===== config.mk =====
export PLATFORM = sky130hd
export DESIGN_NAME = ptr_mask_unit
export DESIGN_NICKNAME = d
export VERILOG_FILES = /design/src/rtl/pm_pkg.sv /design/src/rtl/pm_cfg_regs.sv /design/src/rtl/pm_select.sv /design/src/rtl/pm_xform.sv /design/src/rtl/ptr_mask_unit.sv
export SDC_FILE = /design/constraint.sdc
export NUM_CORES = 1
export LEC_CHECK = 0
export BUFFER_PORTS_ARGS = -buffer_cell sky130_fd_sc_hd__buf_2
export CAP_MARGIN = 20
export CORE_UTILIZATION = 40
export DETAILED_ROUTE_END_ITERATION = 6
export GPL_TIMING_DRIVEN = 0
export PLACE_DENSITY = 0.55
export SETUP_SLACK_MARGIN = 0.02
export SYNTH_ARGS = -nofsm -noshare
export SYNTH_HDL_FRONTEND = slang
export SYNTH_SLANG_ARGS = --single-unit

===== constraint.sdc =====
create_clock -name clk -period 2.65 [get_ports clk]
set_clock_uncertainty 0.15 [all_clocks]
set_input_delay 0.1325 -clock clk [delete_from_list [all_inputs] [get_ports clk]]
set_output_delay 0.1325 -clock clk [all_outputs]
set_load 0.02 [all_outputs]

===== src/rtl/pm_pkg.sv =====
package pm_pkg;
  typedef enum logic [1:0] {
    PRIV_USER = 2'b00,
    PRIV_SUPV = 2'b01,
    PRIV_RSVD = 2'b10,
    PRIV_MACH = 2'b11
  } priv_e;

  localparam int LVL_N     = 3;   // level index: 0 machine, 1 supervisor, 2 user
  localparam int CTL_W     = 8;
  localparam int EN_LSB    = 0;
  localparam int IF_LSB    = 3;
  localparam int MCUR_BIT  = 6;
  localparam int DIRTY_BIT = 7;

  localparam logic [2:0] SEL_CTL   = 3'd0;
  localparam logic [2:0] SEL_MASK0 = 3'd1;
  localparam logic [2:0] SEL_BASE0 = 3'd4;

  typedef struct packed {
    logic       valid;
    logic [1:0] idx;
  } lvl_t;

  function automatic lvl_t priv_to_lvl(input logic [1:0] p);
    lvl_t r;
    r.valid = 1'b1;
    case (p)
      PRIV_MACH: r.idx = 2'd0;
      PRIV_SUPV: r.idx = 2'd1;
      PRIV_USER: r.idx = 2'd2;
      default: begin
        r.valid = 1'b0;
        r.idx   = 2'd0;
      end
    endcase
    return r;
  endfunction
endpackage


===== src/rtl/pm_cfg_regs.sv =====
module pm_cfg_regs
  import pm_pkg::*;
#(
  parameter int XLEN = 64
) (
  input  logic                   clk,
  input  logic                   rst,
  input  logic                   wr_en,
  input  logic [2:0]             wr_sel,
  input  logic [XLEN-1:0]        wr_data,
  output logic [CTL_W-1:0]       ctl_q,
  output logic [CTL_W-1:0]       ctl_nxt,
  output logic [XLEN-1:0]        mask_nxt [LVL_N],
  output logic [XLEN-1:0]        base_nxt [LVL_N]
);
  logic [XLEN-1:0] mask_q [LVL_N];
  logic [XLEN-1:0] base_q [LVL_N];

  always_comb begin
    ctl_nxt = ctl_q;
    if (wr_en && wr_sel == SEL_CTL) begin
      ctl_nxt                         = '0;
      ctl_nxt[IF_LSB+LVL_N-1:EN_LSB]  = wr_data[IF_LSB+LVL_N-1:EN_LSB];
      ctl_nxt[MCUR_BIT]               = 1'b1;
      ctl_nxt[DIRTY_BIT]              = 1'b1;
    end
  end

  for (genvar g = 0; g < LVL_N; g++) begin : g_lvl
    always_comb begin
      mask_nxt[g] = mask_q[g];
      base_nxt[g] = base_q[g];
      if (wr_en && wr_sel == SEL_MASK0 + 3'(g)) mask_nxt[g] = wr_data;
      if (wr_en && wr_sel == SEL_BASE0 + 3'(g)) base_nxt[g] = wr_data;
    end

    always_ff @(posedge clk) begin
      if (rst) begin
        mask_q[g] <= '0;
        base_q[g] <= '0;
      end else begin
        mask_q[g] <= mask_nxt[g];
        base_q[g] <= base_nxt[g];
      end
    end
  end

  always_ff @(posedge clk) begin
    if (rst) ctl_q <= '0;
    else     ctl_q <= ctl_nxt;
  end
endmodule


===== src/rtl/pm_select.sv =====
module pm_select
  import pm_pkg::*;
#(
  parameter int XLEN = 64
) (
  input  logic [1:0]       priv,
  input  logic [CTL_W-1:0] ctl,
  input  logic [XLEN-1:0]  mask [LVL_N],
  input  logic [XLEN-1:0]  base [LVL_N],
  output logic             sel_en,
  output logic             sel_if,
  output logic [XLEN-1:0]  sel_mask,
  output logic [XLEN-1:0]  sel_base
);
  lvl_t lvl;

  always_comb begin
    lvl      = priv_to_lvl(priv);
    sel_en   = 1'b0;
    sel_if   = 1'b0;
    sel_mask = '1;
    sel_base = '0;
    if (lvl.valid && ctl[EN_LSB + int'(lvl.idx)]) begin
      sel_en   = 1'b1;
      sel_if   = ctl[IF_LSB + int'(lvl.idx)];
      sel_mask = mask[lvl.idx];
      sel_base = base[lvl.idx];
    end
  end
endmodule


===== src/rtl/pm_xform.sv =====
module pm_xform #(
  parameter int XLEN   = 64,
  parameter int NARROW = 32
) (
  input  logic [XLEN-1:0] addr,
  input  logic [XLEN-1:0] mask,
  input  logic [XLEN-1:0] base,
  input  logic            apply,
  input  logic            narrow,
  output logic [XLEN-1:0] result
);
  localparam logic [XLEN-1:0] LOW_KEEP = XLEN'({NARROW{1'b1}});

  always_comb begin
    if (apply)       result = (addr & ~mask) | base;
    else if (narrow) result = addr & LOW_KEEP;
    else             result = addr;
  end
endmodule


===== src/rtl/ptr_mask_unit.sv =====
module ptr_mask_unit
  import pm_pkg::*;
#(
  parameter int XLEN = 64
) (
  input  logic            clk,
  input  logic            rst,
  input  logic            cfg_we,
  input  logic [2:0]      cfg_sel,
  input  logic [XLEN-1:0] cfg_wdata,
  input  logic [1:0]      priv_i,
  input  logic            xlen32_i,
  input  logic [XLEN-1:0] pc_i,
  input  logic [XLEN-1:0] data_addr_i,
  output logic [7:0]      ctl_o,
  output logic [XLEN-1:0] fetch_addr_o,
  output logic [XLEN-1:0] data_addr_o
);
  logic [CTL_W-1:0] ctl_q, ctl_nxt;
  logic [XLEN-1:0]  mask_nxt [LVL_N];
  logic [XLEN-1:0]  base_nxt [LVL_N];
  logic             nx_en, nx_if;
  logic [XLEN-1:0]  nx_mask, nx_base;
  logic             act_en_q, act_if_q;
  logic [XLEN-1:0]  act_mask_q, act_base_q;

  pm_cfg_regs #(.XLEN(XLEN)) u_regs (
    .clk(clk), .rst(rst), .wr_en(cfg_we), .wr_sel(cfg_sel), .wr_data(cfg_wdata),
    .ctl_q(ctl_q), .ctl_nxt(ctl_nxt), .mask_nxt(mask_nxt), .base_nxt(base_nxt)
  );

  pm_select #(.XLEN(XLEN)) u_sel (
    .priv(priv_i), .ctl(ctl_nxt), .mask(mask_nxt), .base(base_nxt),
    .sel_en(nx_en), .sel_if(nx_if), .sel_mask(nx_mask), .sel_base(nx_base)
  );

  always_ff @(posedge clk) begin
    if (rst) begin
      act_en_q   <= 1'b0;
      act_if_q   <= 1'b0;
      act_mask_q <= '1;
      act_base_q <= '0;
    end else begin
      act_en_q   <= nx_en;
      act_if_q   <= nx_if;
      act_mask_q <= nx_mask;
      act_base_q <= nx_base;
    end
  end

  pm_xform #(.XLEN(XLEN)) u_fetch (
    .addr(pc_i), .mask(act_mask_q), .base(act_base_q),
    .apply(act_if_q), .narrow(xlen32_i), .result(fetch_addr_o)
  );

  pm_xform #(.XLEN(XLEN)) u_data (
    .addr(data_addr_i), .mask(act_mask_q), .base(act_base_q),
    .apply(act_en_q), .narrow(xlen32_i), .result(data_addr_o)
  );

  assign ctl_o = ctl_q;
endmodule


Word-level counts from Yosys, hierarchy flattened
Memory sizes are Yosys's and may differ from the RTL's.
Index checks and enable logic that the tools add are counted.

storage, ports and cells
  bits in registers = 138
  bits in writable memories = 384
  memories kept = 2

cells by class
  add/subtract/negate cells = 1
  magnitude comparators = 3
  eq/ne operators = 8
  multiplexer cells = 34
  bitwise gates (word level) = 13
  reductions and logical operators = 12

memories
  name           depth  bits a word  read ports  clocked after Yosys merged registers in  wr ports  line               text
  u_regs.base_q  3      64           3           0                                        3         pm_cfg_regs.sv:17  logic [XLEN-1:0] base_q [LVL_N];
  u_regs.mask_q  3      64           3           0                                        3         pm_cfg_regs.sv:16  logic [XLEN-1:0] mask_q [LVL_N];

operators by type and width
  cell                                                                    count
  64-bit 2-to-1 mux                                                       20
  64-bit binary-select mux with 2-bit select                              2
  64-bit bitwise AND                                                      2
  64-bit OR                                                               2
  64-bit NOT                                                              1
  32-bit by 5-bit < comparator with 1-bit output (second input constant)  1
  3-bit equality test (second input constant)                             3
  1-bit logical AND                                                       8
  1-bit 2-to-1 mux                                                        8
  8-bit 2-to-1 mux                                                        1
  3-bit by 2-bit equality test with 1-bit output (second input constant)  2
  1-bit OR                                                                6
  2-bit by 4-bit < comparator with 1-bit output (second input constant)   1
  2-bit case mux with 2 select lines                                      1
  2-bit by 2-bit adder with 3-bit output (first input constant)           1
  1-bit binary-select mux with 3-bit select                               1
  3-bit by 1-bit equality test with 1-bit output (second input constant)  1
  3-bit >= comparator (second input constant)                             1
  3-bit zero test                                                         1
  2-bit NOT with 3-bit output                                             1
  3-bit OR reduction                                                      1
  1-bit binary-select mux with 2-bit select                               1
  2-bit by 1-bit equality test with 1-bit output (second input constant)  1
  2-bit equality test (second input constant)                             1
  3 further kinds                                                         3

Logic depth before layout (Yosys ltp)
Gate-level depths: netlist (run 1).

  depth after elaboration = 8
  gate-level depth with buffers = 9

Hierarchy
Synthesis (run 1) repeated with hierarchy kept, for this count alone.

second synthesis, totals
  cell total of the unflattened synthesis = 2902
  area total of the unflattened synthesis = 29001.6 sq um

by module, submodules not included
  module         instances  cells each  area an instance (sq um)  sequential area each (sq um)
  pm_cfg_regs    1          1780        19752.7                   7847.5
  pm_select      1          434         3530.9                    0.0
  ptr_mask_unit  1          274         3515.9                    2602.5
  pm_xform       2          207         1101.1                    0.0

Worst setup path after synthesis (run 1)
OpenSTA, ideal clock, no wires.

  kind = input to register
  from = input port cfg_sel[1]
  to = register act_base_q[39]
  library setup time = 0.147 ns
  arrival time = 1.536 ns
  data required time = 2.353 ns
  slack = 0.817 ns
  cell stages on the path = 8
  cell sequence = nor4b_2 buf_6 mux2i_1 mux2i_1 a31oi_1 buf_6 buf_6 a211oi_2

on the way
  cells in the longest elaborated chain, start to end = 8

RTL lines
  what                                       line                 text
  start, declared                            ptr_mask_unit.sv:9   input logic [2:0] cfg_sel,
  3-bit zero test                            pm_cfg_regs.sv:21    if (wr_en && wr_sel == SEL_CTL) begin
  1-bit logical AND                          pm_cfg_regs.sv:21
  8-bit 2-to-1 mux                           pm_cfg_regs.sv:21
  1-bit binary-select mux with 2-bit select  pm_select.sv:23      if (lvl.valid && ctl[EN_LSB + int'(lvl.idx)]) begin
  1-bit 2-to-1 mux (implied by the code)     pm_select.sv:23
  1-bit logical AND                          pm_select.sv:23
  1-bit NOT (no source line)                 n/a
  2-bit OR reduction (no source line)        n/a
  end signal, assigned                       ptr_mask_unit.sv:47  act_base_q <= nx_base;
  end, declared                              ptr_mask_unit.sv:25  logic [XLEN-1:0] act_mask_q, act_base_q;

Parallel ways exist; a longest one is shown, timed or not. The select of a mux whose other input is x is not followed.
A chain may end at the register's enable or synchronous reset.

Final worst setup path (run 1)
  from = register act_en_q
  to = output port data_addr_o[37]

on the way
  cells in the longest elaborated chain, start to end = 1

RTL lines
  what                    line                 text
  start, declared         ptr_mask_unit.sv:24  logic act_en_q, act_if_q;
  start signal, assigned  ptr_mask_unit.sv:44  act_en_q <= nx_en;
  64-bit 2-to-1 mux       pm_xform.sv:15       if (apply) result = (addr & ~mask) | base;
  end, declared           ptr_mask_unit.sv:17  output logic [XLEN-1:0] data_addr_o

No other way between the ends.

==> out/metrics.yaml, run 1 <==
synthesis:
  synth_top_area_share: 0.4678
  synth-simple-area-share: 0.1676
  synth_top_family_by_area: "multiplexers"
  synth.net_count: 2593
  synth_compound_area_frac: 0.1089
  synth_warnings: 0
  synth_xor_area_frac: 0
  syn_inst: 2391
  yosys-top-cells-count: "dfxtp_1 (522), nor2_1 (458), mux2i_1 (454), nand2_1 (266), clkbuf_1 (117)"
  syn_area_sq_um: 22340
  syn_area_per_cell_sq_um: 9.343
  synthMuxAreaShare: 0.2170
  ys.flop_type: "dfxtp_1"
  async_flop_share: 0
  ys_seq_elements: 522
  synth.most_common_cell: "dfxtp_1"
  seq_area_frac_synth: 0.4678
  synthAdderAreaFrac: 0.0005601
  yosys-top-cells-area: "dfxtp_1 (47%), mux2i_1 (20%), nor2_1 (7.7%)"
  synth.largest_area_cell: "dfxtp_1"
  synth_edf_count: 0
  synthDistinctLibCells: 35
final_layout:
  synthToLayoutAreaGrowth_pct: 23.49
  fillers: 5316
  fin_nets: 3049
  final_layout_size_suffix_gt1_frac: 0.2093
worst_setup_path:
  critPathKind: "flip-flop to output pin"
  end_kind: "output pin"
  arrival_ns: 2.24
  crit_fanout: 10
  start_kind: "flip-flop"
  required_ns: 2.37
sta:
  hold_violations: 0
  rsz0062_at_grt: "no"
  fin_setup_tns_ns: 0
  slew_headroom: 0.2980
  fin_crit_sh: 0.9528
  tightestPinTransition_ns: 1.053
  fin_ws_ns: 0.1251
  maxSlewViolCount: 0
  hold_slack_ns: 0.05627
  period_needed_ns: 2.525
  setup-violations-final: 0
  timing.fmax_mhz: 396.1
route:
  drc_errors: 0
  postRouteAntennaNets: 0
  first_pass_iters: 7
  wl_per_cell_um: 19.15
  vias: 18481
  via_per_inst: 5.074
  drt-total-wl_um: 69750
  drtIter0Drc: 842
placed_design:
  portBuffers: 328
  place_ws_ns: -0.4470
  gp_congestion: 0.8721
  post-dp-hpwl_um: 51260
global_routing:
  grt_max_degree: 14
  gr-total-overflow: 0
  grt_pass1_vias: 18362
  grt_pass1_wl_um: 107000
  grt_usage: 0.2431
  grt_antenna_before_repair: 7
die:
  die_x_um: 238.3
  std_cell_rows: 86
  fp.dieH_um: 238.3
  fp.dieArea_sq_um: 56800
  start_util: 0.4055
  io_pins: 337
  fp.coreArea_sq_um: 55090
worst_hold_path:
  hold_class: "input pin to flip-flop"
run_status:
  status: "finished, final reports clean"
clocking:
  clockBufferDepth: 3
  clock-sinks: 522
  cts_tree: "built"
  post_cts_buffers: 0
  insertion_delay_ns: 0.60
  root_buffer: "clkbuf_16"
  cts_inserted_buffers: 55
  htreeDepth: 2
  path_clk_slew_ns: 0.06
pwr:
  ir_drop_v: 0.0004647
  cellPowerDensity_nw_per_um2: 644.4
  static-leakage-power_uw: 0.01267
job:
  drv_cap: 0
cell type report:
| cell class | instances | area, sq um | area share |
|---|---|---|---|
| Antenna cell | 4 | 10.01 | 0.0003628 |
| Buffer | 178 | 847.1 | 0.03070 |
| Clock buffer | 81 | 1667 | 0.06041 |
| Clock inverter | 19 | 198.9 | 0.007211 |
| Inverter | 3 | 11.26 | 0.0004082 |
| Multi-Input combinational cell | 1685 | 11060 | 0.4007 |
| Sequential cell | 522 | 10460 | 0.3791 |
| Tap cell | 748 | 935.9 | 0.03392 |
| Timing Repair Buffer | 402 | 2405 | 0.08717 |
where the power goes:
group | internal [uW] | switching [uW] | total [uW]
Combinational | 686 | 1130 | 1820
Sequential | 8000 | 54.0 | 8050
Clock | 4720 | 3190 | 7900
Total | 13400 | 4380 | 17800
placed cells by master (no fill, tap or decap), drive strengths merged, types with 2 or more instances in the layout:
cell type,instances
a211oi,77
a21oi,29
a22o,64
a31oi,2
a32oi,2
and2,65
buf,395
bufinv,4
clkbuf,194
clkinv,15
dfxtp,522
diode,4
dlygate4sd3,72
inv,3
mux2,27
mux2i,454
nand2,266
nand2b,3
nand3,16
nand4b,3
nor2,460
nor2b,66
nor3,2
o211ai,13
o21ai,130
timing repair:
item,in CTS,in global routing
setup endpoints to repair,128,17
hold endpoints to repair,485,0
gates resized for setup,18,7
hold buffers,72,0
layer usage:
metal | share of wire | global-route usage | wire length, um
met1 | 0.47 | 0.3246 | 32580
met2 | 0.48 | 0.4151 | 33180
met3 | 0.038 | 0.02927 | 2671
met4 | 0.019 | 0.06080 | 1312
met5 | 0.00024 | 0 | 17
final timing paths:
check                                    startpoint             endpoint  slack (ns)  depth (start not counted)
worst min-delay path                      priv_i[0]             act_if_q        0.06                          5
worst max register to register      u_regs.ctl_q[0]       act_mask_q[63]        0.74                          7
worst max-delay path                       act_en_q      data_addr_o[37]        0.13                          6
worst min register to register  u_regs.mask_q[1][3]  u_regs.mask_q[1][3]        0.30                          2
per-stage QoR:
stage	cells	instance area (sq um)	utilization	total power (uW)
floorplan	2391	22340	-	9260
global placement	3467	24920	0.4523	9923
detailed placement	3469	24960	0.4531	9959
CTS	3639	27570	0.5005	17920
global route	3641	27590	0.5007	18400
finish	3642	27590	0.5007	17780
flip-flops by register name (all words and copies together), names as in the netlist:
name           flops
u_regs.base_q    192
act_base_q        64
u_regs.ctl_q       8
u_regs.mask_q    192
act_mask_q        64
act_en_q           1
act_if_q           1
worst max-delay path, stage by stage, from the launching register on:
cell and delay (ns):
dfxtp_4 0.48, clkbuf_2 0.26, buf_16 0.17, buf_2 0.29, o21ai_0 0.15, nand2_1 0.09, buf_2 0.16
cell families (layout without fill, tap and decap cells):
kind of cell | count (synthesis) | in the layout
mux | 481 | 481
other cells | 0 | 4
fa+ha+maj | 1 | 1
compound gates | 317 | 317
buf+inv | 184 | 683
simple gates | 886 | 886
flops | 522 | 522
Note: power is estimated with default switching activity, not from simulation.
==> run 2, diff against run 1 <==
--- a/config.mk
+++ b/config.mk
@@ -9,2 +9,3 @@
 export CAP_MARGIN = 20
+export CORE_ASPECT_RATIO = 0.6
 export CORE_UTILIZATION = 40
--- a/constraint.sdc
+++ b/constraint.sdc
@@ -4,2 +4,2 @@
 set_output_delay 0.1325 -clock clk [all_outputs]
-set_load 0.02 [all_outputs]
+set_load 0.01 [all_outputs]
==> run 2 against run 1 <==
  * First-iteration DRC count up 43%
  * Non-clock buffer count down 2
  * Worst hold slack better by 0.028 ns
  * Critical endpoint is now data_addr_o[59]
==> out/metrics.yaml, run 2 (same netlist as run 1, synthesis figures left out) <==
run_status:
  status: "finished, final reports clean"
worst_setup_path:
  cpLargestDelayFamily: "buffers and inverters"
  crit_top_cell: "buf_2"
  crit_chain: "clkbuf_2 -> buf_2 -> o21ai_0 -> nand2_1 -> buf_2"
  start_kind: "flip-flop"
  crit_path_top_delay_cell: "dfxtp_2"
  crit_fanout: 10
  crit_start: "act_en_q"
  rrSetupSlack_ns: 0.65
  cp_num_buf_inv: 3
  max_stage_delay_ns: 0.51
  arrival_ns: 2.25
  crit_end: "data_addr_o[59]"
  critPathKind: "flip-flop to output pin"
  timing.rr.end: "act_base_q[62]"
  worstReg2RegStart: "u_regs.ctl_q[1]"
  reg2regPathDepth: 6
  required_ns: 2.37
  crit_cells: 5
  end_kind: "output pin"
worst_hold_path:
  hold_class: "input pin to flip-flop"
final_layout:
  multi_input_area_sq_um: 11050
  layout_commonest_cell: "dfxtp_1"
  final_layout_size_suffix_gt1_frac: 0.2066
  fin_nets: 3041
  layoutNonFillerInstCount: 3623
  synthToLayoutAreaGrowth_pct: 22.20
  final_cell_mix: "dfxtp_1 (520), nor2_1 (458), mux2i_1 (453), buf_2 (369), nand2_1 (266)"
  fillers: 5192
  regArea_sq_um: 10450
  reg_top3: "u_regs.base_q: 192 flops, u_regs.mask_q: 192 flops"
  antennaDiodeCount: 0
route:
  top_layer: "met4"
  wl_met2_um: 31760
  via_per_inst: 5.222
  drt-met1-wl_um: 36610
  wl_per_cell_um: 20.51
  met3_length_um: 4098
  postRouteAntennaNets: 0
  drc_errors: 0
  drt-total-wl_um: 74300
  vias: 18921
  drtIter0Drc: 1201
  first_pass_iters: 7
sta:
  tightestPinTransition_ns: 1.047
  slew_headroom: 0.3023
  period_needed_ns: 2.532
  hold_violations: 0
  rsz0062_at_grt: "no"
  fin_crit_sh: 0.9555
  maxSlewViolCount: 0
  timing.fmax_mhz: 395.0
  setup-violations-final: 0
placed_design:
  gp_congestion: 0.8597
  portBuffers: 328
  post-dp-hpwl_um: 55900
  dp_cells: 3467
clocking:
  htreeDepth: 2
  root_buffer: "clkbuf_16"
  cts_inserted_buffers: 49
  clock-sinks: 522
  insertion_delay_ns: 0.57
  cts_tree: "built"
  post_cts_buffers: 0
  path_clk_slew_ns: 0.07
  clockBufferDepth: 3
pwr:
  static-leakage-power_uw: 0.01256
  total_power_uw: 17070
  ir_drop_v: 0.0004175
  cellPowerDensity_nw_per_um2: 625.4
global_routing:
  grt_antenna_before_repair: 3
  grt_max_degree: 15
  grt_pass1_wl_um: 110800
  grt_pass1_vias: 18416
  grt_usage: 0.2558
  gr-total-overflow: 0
die:
  fp.dieH_um: 185.1
  die_x_um: 307.1
  start_util: 0.4087
  io_pins: 337
  fp.coreArea_sq_um: 54670
  std_cell_rows: 66
  fp.dieArea_sq_um: 56830
job:
  drv_cap: 0
-- run 2: cell types whose count changed in the layout (fill, tap and decap cells not counted), moves of 2 or more --
cell,delta
diode_2,-4
clkbuf_2,+6
nor2_1,+2
clkbuf_1,-4
clkbuf_16,-8
dfxtp_4,-2
dfxtp_2,+2
clkinv_2,-5
-- run 2: worst min-delay path by stage --
stage,end,slack (ns),startpoint,depth (start not counted)
after floorplan,u_regs.base_q[1][63],0.14,cfg_wdata[63],2
after global placement,u_regs.base_q[2][1],0.29,u_regs.base_q[2][1],2
after detailed placement,u_regs.base_q[1][62],0.30,u_regs.base_q[1][62],2
after CTS,act_if_q,0.06,priv_i[0],6
after global routing,act_if_q,0.09,priv_i[0],6
final,act_if_q,0.08,priv_i[0],6
-- run 2: timing repair --
item,in CTS,in global routing
pin swaps,0,0
gates resized for setup,16,17
endpoints found under the setup margin,110,119
cloned,0,0
hold buffers,71,0
hold endpoints to repair,450,0
-- run 2: final cells by class --
| class | count | share of cell area |
|---|---|---|
| Multi-Input combinational cell | 1685 | 0.4047 |
| Sequential cell | 522 | 0.3829 |
| Timing Repair Buffer | 399 | 0.08617 |
| Clock buffer | 74 | 0.05385 |
| Tap cell | 748 | 0.03428 |
| Buffer | 179 | 0.03167 |
| Clock inverter | 13 | 0.006050 |
| Inverter | 3 | 0.0004125 |
-- run 2: worst reg2reg max path: cells and delay by family (launching register included) --
| family | cells | cell delay (ns) |
|---|---|---|
| compound gates | 2 | 0.57 |
| flops | 1 | 0.38 |
| mux | 2 | 0.35 |
| buf+inv | 2 | 0.38 |
-- run 2: routing by layer --
| metal | track usage | up-vias |
|---|---|---|
| met5 | 0 | - |
| met1 | 0.3734 | 9290 |
| met4 | 0.07005 | 0 |
| met3 | 0.04073 | 121 |
| li1 | - | 8991 |
| met2 | 0.3881 | 519 |
-- run 2: power by group --
part / switching, uW / total, uW / internal (uW)
Sequential: 55.7 / 8050 / 8000
Clock: 3050 / 7260 / 4200
Combinational: 1080 / 1770 / 682
-- run 2: per-stage QoR --
step	setup WS (ns)	setup TNS, ns	area [sq um]	hold WS (ns)	utilization
final	0.1180	0	27300	0.08420	0.4994
after global routing	0.02473	0	27300	0.09351	0.4994
after CTS	0.02690	0	27280	0.05985	0.4990
after detailed placement	-0.4610	-17.82	24920	0.2959	0.4558
after global placement	-0.4629	-19.13	24920	0.2911	0.4558
after floorplan	0.8171	0	22340	0.1405	-
==> run 3, diff against run 2 <==
- PLACE_DENSITY: 0.55 -> not set
==> run 3 against run 2 <==
  * Utilization increased by 0.38 points
  * First-iteration DRC count decreased by 3.2%
  * Highest routed layer is now met5
  * Clock-buffer cell count increased by 1
  * Combinational power about the same
  * Fmax decreased by 1.9%
  * Clock power increased by 6.2%
  * Sequential power about the same
  * Worst hold slack got worse by 0.014 ns
  * Power increased by 2.5%
  * Worst setup slack got worse by 0.049 ns
  * Cell count increased by 0.30%
  * Sequential share of layout area decreased by 0.28 points
==> out/metrics.yaml, run 3 (same netlist as run 1, synthesis figures left out) <==
die:
  std_cell_rows: 66
  fp.coreArea_sq_um: 54670
  start_util: 0.4087
  fp.dieArea_sq_um: 56830
  die_x_um: 307.1
  io_pins: 337
  fp.dieH_um: 185.1
sta:
  timing.fmax_mhz: 387.4
  tightestPinTransition_ns: 1.197
  slew_headroom: 0.2021
  rsz0062_at_grt: "no"
  maxSlewViolCount: 0
  hold_violations: 0
  fin_crit_sh: 0.9740
  fin_ws_ns: 0.06881
  period_needed_ns: 2.581
  setup-violations-final: 0
worst_setup_path:
  critPathKind: "input pin to flip-flop"
  max_stage_delay_ns: 0.72
  cpLargestDelayFamily: "buffers and inverters"
  required_ns: 2.93
  cp_num_buf_inv: 5
  start_kind: "input pin"
  arrival_ns: 2.86
  end_kind: "flip-flop"
  crit_top_cell: "clkbuf_1"
  crit_fanout: 10
  crit_chain: "dlygate4sd3_1 -> buf_2 -> clkdlybuf4s15_1 -> clkbuf_1 -> clkbuf_1 -> nor2_1"
  crit_path_top_delay_cell: "clkdlybuf4s15_1"
clocking:
  path_clk_slew_ns: 0.06
  cts_inserted_buffers: 50
  root_buffer: "clkbuf_16"
  insertion_delay_ns: 0.58
  post_cts_buffers: 0
  clockBufferDepth: 3
  htreeDepth: 2
  cts_tree: "built"
  clock-sinks: 522
pwr:
  seqPwrFrac: 0.460
  p_clk_frac: 0.440
  total_power_uw: 17500
  combPwrFrac: 0.099
  cell_internal_pwr_uw: 13260
  p_switching_uw: 4236
  static-leakage-power_uw: 0.01263
  ir_drop_v: 0.0005113
  cellPowerDensity_nw_per_um2: 636.0
  switching_share: 0.2421
global_routing:
  grt_antenna_before_repair: 4
  grt_pass1_wl_um: 109400
  grt_pass1_vias: 18656
  grt_usage: 0.2485
  grt_max_degree: 18
  gr-total-overflow: 0
placed_design:
  portBuffers: 328
  gp_congestion: 0.8647
  dp_cells: 3469
  placed_area_sq_um: 24950
  place_ws_ns: -0.4788
  post-dp-hpwl_um: 53370
route:
  wl_per_cell_um: 19.71
  drc_errors: 0
  vias: 18776
  drt-total-wl_um: 71620
  via_per_inst: 5.167
  drtIter0Drc: 1162
  postRouteAntennaNets: 0
  first_pass_iters: 5
worst_hold_path:
  hold_class: "input pin to flip-flop"
final_layout:
  regArea_sq_um: 10460
  multi_input_area_sq_um: 11040
  final_cell_mix: "dfxtp_1 (520), nor2_1 (458), mux2i_1 (453), buf_2 (370), nand2_1 (266)"
  reg_top3: "u_regs.base_q: 192 flops, u_regs.mask_q: 192 flops"
  fillers: 5090
  synthToLayoutAreaGrowth_pct: 23.13
  stdcell_area_sq_um: 27510
  fin_util: 0.5032
  final_layout_size_suffix_gt1_frac: 0.2079
  layout_commonest_cell: "dfxtp_1"
  fin_nets: 3045
  layoutNonFillerInstCount: 3634
job:
  drv_cap: 0
run_status:
  status: "finished, final reports clean"
run 3: per-layer routing:
metal,GRT usage,routed length [um],part of all wire
met3,0.03490,4090,0.057
met2,0.3967,31770,0.44
met5,0,10,0.00014
met4,0.06547,1497,0.021
met1,0.3512,34260,0.48
run 3: worst paths after layout:
| path | from | end | slack [ns] | cells after the start |
|---|---|---|---|---|
| setup / recovery | rst | u_regs.mask_q[1][48] | 0.07 | 6 |
| hold / removal | priv_i[0] | act_if_q | 0.07 | 6 |
| setup reg to reg | u_regs.ctl_q[0] | act_mask_q[63] | 0.70 | 7 |
| hold reg to reg | u_regs.base_q[1][0] | u_regs.base_q[1][0] | 0.30 | 2 |
run 3: layout make-up:
type | count | area share
timing repair buffer | 402 | 0.08697
multi-input combinational | 1685 | 0.4014
buffer | 179 | 0.03152
inverter | 3 | 0.0004094
antenna | 5 | 0.0004549
clock buffer | 75 | 0.05704
sequential | 522 | 0.3801
tap | 748 | 0.03402
clock inverter | 15 | 0.008097
run 3: power by group through the flow:
stage	clock, uW	combinational [uW]	sequential [uW]
2_1_floorplan	0	966	8210
3_3_place_gp	0	1600	8220
3_5_place_dp	0	1630	8220
4_1_cts	7810	1730	8050
5_1_grt	8180	1880	8060
6_report	7710	1740	8050
run 3: worst min-delay path: stages:
cell and delay [ns]:
buf_2 0.12, nor2b_1 0.19, nand2_1 0.08, a32oi_1 0.09, nand4_1 0.09, a21oi_1 0.06
run 3: through the flow:
step                hold slack (ns)  setup TNS [ns]
floorplan                    0.1405               0
global placement             0.2893          -22.66
detailed placement           0.2960          -24.45
CTS                         0.04301               0
global route                0.07514               0
finish                      0.06990               0
run 3: what timing repair did:
item | 4_1_cts | 5_1_grt
hold buffers | 72 | 0
pin swaps | 0 | 0
endpoints found under the setup margin | 119 | 45
resized for setup | 17 | 10
endpoints found under the hold margin | 477 | 0
cloned | 0 | 0
